<file path="config.mk">
export PLATFORM = sky130hd
export DESIGN_NAME = async_tx_brk
export DESIGN_NICKNAME = d
export VERILOG_FILES = /design/src/rtl/async_tx_brk.sv
export SDC_FILE = /design/constraint.sdc
export NUM_CORES = 1
export LEC_CHECK = 0
export CORE_MARGIN = 5
export CORE_UTILIZATION = 50
export DETAILED_ROUTE_END_ITERATION = 10
export GPL_TIMING_DRIVEN = 0
export PLACE_DENSITY_LB_ADDON = 0.05
export SLEW_MARGIN = 25
export SYNTH_ARGS = -nofsm -noshare
export SYNTH_HDL_FRONTEND = slang
export SYNTH_SLANG_ARGS = --single-unit
</file>
<file path="constraint.sdc">
create_clock -name clk -period 3.22 [get_ports clk]
set_input_delay 0.644 -clock clk [delete_from_list [all_inputs] [get_ports clk]]
set_output_delay 0.644 -clock clk [all_outputs]
set_load 0.005 [all_outputs]
</file>
<file path="src/rtl/async_tx_brk.sv">
module async_tx_brk #(
  parameter int DIV_W = 16
) (
  input  logic             clk,
  input  logic             rst_n,
  input  logic [DIV_W-1:0] divisor,
  input  logic             word9,
  input  logic [8:0]       in_data,
  input  logic             in_valid,
  output logic             in_ready,
  input  logic             idle_req,
  input  logic             break_req,
  output logic             line_out,
  output logic             busy,
  output logic             tx_done
);
  localparam int FW = 12;
  localparam int LW = $clog2(FW + 1);

  logic [FW-1:0]    shreg;
  logic [LW-1:0]    left;
  logic [DIV_W-1:0] cnt, div_q, div_m1;
  logic             do_brk, do_idl, do_dat, start, tick;
  logic [LW-1:0]    base_len;
  logic [FW-1:0]    frame;
  logic [LW-1:0]    frame_len;

  assign do_brk   = break_req & ~busy;
  assign do_idl   = idle_req & ~break_req & ~busy;
  assign in_ready = ~busy & ~break_req & ~idle_req;
  assign do_dat   = in_valid & in_ready;
  assign start    = do_brk | do_idl | do_dat;
  assign base_len = word9 ? LW'(11) : LW'(10);
  assign div_m1   = (div_q == '0) ? '0 : div_q - 1'b1;
  assign tick     = (cnt == div_m1);
  assign line_out = ~busy | shreg[0];

  always_comb begin
    if (do_brk) begin
      frame     = FW'(1) << base_len;           // extra high bit
      frame_len = base_len + 1'b1;
    end else if (do_idl) begin
      frame     = '1;
      frame_len = base_len;
    end else if (word9) begin
      frame     = {2'b11, in_data, 1'b0};
      frame_len = base_len;
    end else begin
      frame     = {3'b111, in_data[7:0], 1'b0};
      frame_len = base_len;
    end
  end

  always_ff @(posedge clk or negedge rst_n) begin
    if (!rst_n) begin
      busy    <= 1'b0;
      tx_done <= 1'b0;
      shreg   <= '1;
      left    <= '0;
      cnt     <= '0;
      div_q   <= '0;
    end else begin
      tx_done <= 1'b0;
      if (!busy) begin
        if (start) begin
          busy  <= 1'b1;
          shreg <= frame;
          left  <= frame_len;
          cnt   <= '0;
          div_q <= divisor;
        end
      end else if (tick) begin
        cnt   <= '0;
        shreg <= {1'b1, shreg[FW-1:1]};
        left  <= left - 1'b1;
        if (left == LW'(1)) begin
          busy    <= 1'b0;
          tx_done <= 1'b1;
        end
      end else begin
        cnt <= cnt + 1'b1;
      end
    end
  end

  AST_DONE_ONE_CYCLE: assert property (@(posedge clk) disable iff (!rst_n)
    tx_done |=> !tx_done);
  AST_DONE_AFTER_FRAME: assert property (@(posedge clk) disable iff (!rst_n)
    tx_done |-> (!busy && $past(busy)));
  AST_START_BIT_LOW: assert property (@(posedge clk) disable iff (!rst_n)
    do_dat |=> (busy && !line_out));
  AST_BREAK_LOW: assert property (@(posedge clk) disable iff (!rst_n)
    do_brk |=> (busy && !line_out));
  AST_BIT_HOLD: assert property (@(posedge clk) disable iff (!rst_n)
    (busy && $past(busy) && cnt != '0) |-> $stable(line_out));
  AST_NO_RELOAD_BUSY: assert property (@(posedge clk) disable iff (!rst_n)
    (busy && $past(busy) && !$past(tick)) |-> $stable(shreg));
endmodule

</file>
==> flow_summary.toml <==
[outcome]
outcome = "finished, final reports clean"

[floorplanning]
io_pins = 35
rows = 29
dieHeight_um = 91.0
coreArea_mm2 = 0.00635
die-area_mm2 = 0.00827
fp.dieW_um = 91.0
start_util_pct = 51.6

[synth]
synth_top_cell_area_share_pct = 29.0
syn_nets = 400
synthTopCellsByArea = "dfrtp_1 (29%), dfstp_2 (9.6%), o21ai_0 (6.0%)"
yosys_register_bits = 50
syn_inst = 362
synth_area_mm2 = 0.00328
synth_edf_count = 0
synth_top_cell_by_area = "dfrtp_1"
ys_types = 60
ys_async_sr_fraction_pct = 100
ys_warn_count = 0
synth_flop_cell = "dfrtp_1"
synth.yosys.seq_area_share_pct = 38.6
synth.avg_cell_area_um2 = 9.05

[final_layout]
n_fill_cell = 556
final_nets = 446
area_delta_synth_final_pct = 21.6
final_layout_size_suffix_gt1_share_pct = 18.8
multi_input_area_mm2 = 0.00198
seq_area_mm2 = 0.00127
diodes = 0

[placed_design]
dp_hpwl_mm = 5.68
portBuffers = 34
gp_congestion = 0.877

[detailed_routing]
drc = 0
routed_via_density = 5.94
drtAntennaViolNets = 0
dr.pass1.iters = 4
post_drt_wl_per_cell_um = 16.4
wl_mm = 7.97
drtIter0Drc = 156
vias = 2889

[setup_path]
path_class = "register to register"
critPathSlowestCell = "or4_4"
slowest_delay_ns = 0.50
required_ns = 3.41
path_max_fanout = 5
path_buf_inv = 2
critPathTopFamily = "simple AND/OR/NAND/NOR gates"
crit_chain = "buf_6 -> or4_4 -> or4b_4 -> and2_4 -> buf_4 -> a2111oi_2 -> and4bb_2 -> and4_1 -> and3_1 -> a31oi_1"
arrival_ns = 3.27
cp-end-kind = "register"
start_kind = "register"

[timing]
relSlewSlack_pct = 42.5
min_period_ns = 3.08
fmax_mhz = 325
fin_crit_sh_pct = 95.7
setup_viol = 0
drv_slew = 0
rsz0062_at_grt = "false"
finalHoldViolCount = 0
holdWs_ns = 0.328
finClkSkew_ns = 0.0147
worstMarginPinSlew_ns = 0.855

[power_and_ir_drop]
power.leakage_nw = 1.52
p_per_area_mw_per_mm2 = 423
fin_total_pwr_w = 0.00168
peakVddDrop_uv = 307

[cts]
cts-hold-fix-buffers = 0
clk_pin_slew_worst_paths_ns = 0.10
cts_tree = "yes"
clock_sinks = 50
ctsHtreeMaxLevel = 2
root_buffer = "clkbuf_8"
cts_buffer_depth = 2
cts_buffers = 5
clock_latency_ns = 0.32

[grt]
antenna_found_initial = 0
grtUsageTotal_pct = 19.1
grt_overflow = 0
grt_pass1_vias = 2693
grt_pass1_wl_mm = 13.4
grt_max_degree = 51

[hold_path]
hold_path.class = "primary input to asynchronous set/reset pin"

[job]
cap_violations = 0
## final cells by class
class                           count  share of cell area [%]
Sequential cell                    50                    31.8
Tap cell                           77                    2.42
Inverter                           12                    1.13
Buffer                             21                    2.64
Clock inverter                      1                   0.157
Clock buffer                        7                    2.45
Multi-Input combinational cell    278                    49.8
Timing Repair Buffer               40                    9.61
## flip-flops by register name, indices dropped and copies added, names as in the netlist
register  cells
cnt          16
div_q        16
shreg        12
left          4
busy          1
tx_done       1
## power breakdown
| group | internal, W | switching (W) | total, W | leakage (nW) |
|---|---|---|---|---|
| registers | 0.000701 | 0.0000890 | 0.000790 | 0.586 |
| logic | 0.000222 | 0.000243 | 0.000465 | 0.885 |
| clock network | 0.000202 | 0.000226 | 0.000428 | 0.0539 |
| total | 0.00113 | 0.000558 | 0.00168 | 1.52 |
## what timing repair did
item,4_1_cts,5_1_grt
buffers inserted,2,4
pin swaps,3,8
cloned,0,0
resized for setup,6,27
setup endpoints to repair,31,34
endpoints found under the hold margin,0,0
## cells in the final DEF, fill, tap and decap left out, drive strengths merged, types with 12 or more instances in the layout
cell type	Yosys	final
o21ai	41	41
dfrtp	38	38
nand2	33	33
clkdlybuf4s50	0	33
nor2	28	28
clkbuf	16	23
xnor2	20	20
nor3	14	14
mux2	13	13
inv	12	13
dfstp	12	12
buf	6	12
## synthesized netlist by cell type (2+ instances only)
cell / instances
or2_2: 3
a31oi_1: 4
xnor2_1: 20
mux2i_1: 4
a21boi_0: 3
and3_1: 11
a41oi_1: 2
dfrtp_1: 38
nor2b_1: 2
inv_1: 12
ha_1: 7
and2_1: 4
dfstp_2: 12
o211ai_1: 5
buf_2: 2
and4_1: 4
nand3_1: 7
nand2_1: 33
or3b_2: 2
a211oi_1: 2
nand2b_1: 2
o21ai_0: 39
o221a_1: 8
or3_1: 4
buf_6: 2
nor3b_1: 4
o21ai_1: 2
nor4_1: 5
nand4_1: 6
o221a_2: 3
nor4b_1: 2
nor2_1: 28
mux2_2: 13
clkbuf_1: 16
nand4b_1: 3
xor2_1: 7
a21oi_1: 6
nor3_1: 13
## per-stage QoR
| step | setup TNS (ns) | util, % | std cells | instance area [um^2] | setup slack (ns) |
|---|---|---|---|---|---|
| 2_1_floorplan | 0 | - | 362 | 3280 | 0.222 |
| 3_3_place_gp | -5.25 | 58.5 | 473 | 3710 | -0.408 |
| 3_5_place_dp | -6.12 | 58.5 | 473 | 3720 | -0.439 |
| 4_1_cts | 0 | 60.8 | 483 | 3860 | 0.0183 |
| 5_1_grt | 0 | 62.7 | 486 | 3980 | 0.00586 |
| 6_report | 0 | 62.7 | 486 | 3980 | 0.139 |
## worst register-to-register path, stage by stage, from the launching register on
cell and delay (ns):
dfrtp_1 0.38, buf_6 0.13, or4_4 0.51, or4b_4 0.50, and2_4 0.18, buf_4 0.13, a2111oi_2 0.33, and4bb_2 0.26
and4_1 0.28, and3_1 0.20, a31oi_1 0.09
## worst paths after layout
| path | start | end | slack, ns | depth (start not counted) |
|---|---|---|---|---|
| setup / recovery | div_q[3] | busy | 0.14 | 10 |
| hold / removal | rst_n | cnt[10] | 0.33 | 1 |
| setup reg to reg | div_q[3] | busy | 0.14 | 10 |
| hold reg to reg | shreg[2] | shreg[2] | 0.57 | 1 |
| max in group asynchronous | rst_n | div_q[4] | 2.45 | 1 |
| min in group clk | shreg[2] | shreg[2] | 0.57 | 1 |
## metal layers
layer,routed length (um),vias to the layer above,track usage [%]
met5,0,-,0
met4,115,0,3.79
met3,242,11,2.89
met2,3550,61,28.9
met1,4060,1407,29.0
li1,-,1410,-
## cell families (layout without fill, tap and decap cells)
| logic type | count (synthesis) | after routing | share of synthesized area, % |
|---|---|---|---|
| multiplexers | 17 | 17 | 5.69 |
| AO/OA/AOI/OAI | 85 | 85 | 17.5 |
| flip-flops | 50 | 50 | 38.6 |
| AND/OR/NAND/NOR | 142 | 142 | 23.7 |
| XOR/XNOR | 27 | 27 | 7.22 |
| adder cells (fa/ha/maj) | 7 | 7 | 2.67 |
| buffers and inverters | 34 | 81 | 4.54 |
Note: power is estimated with default switching activity, not from simulation.
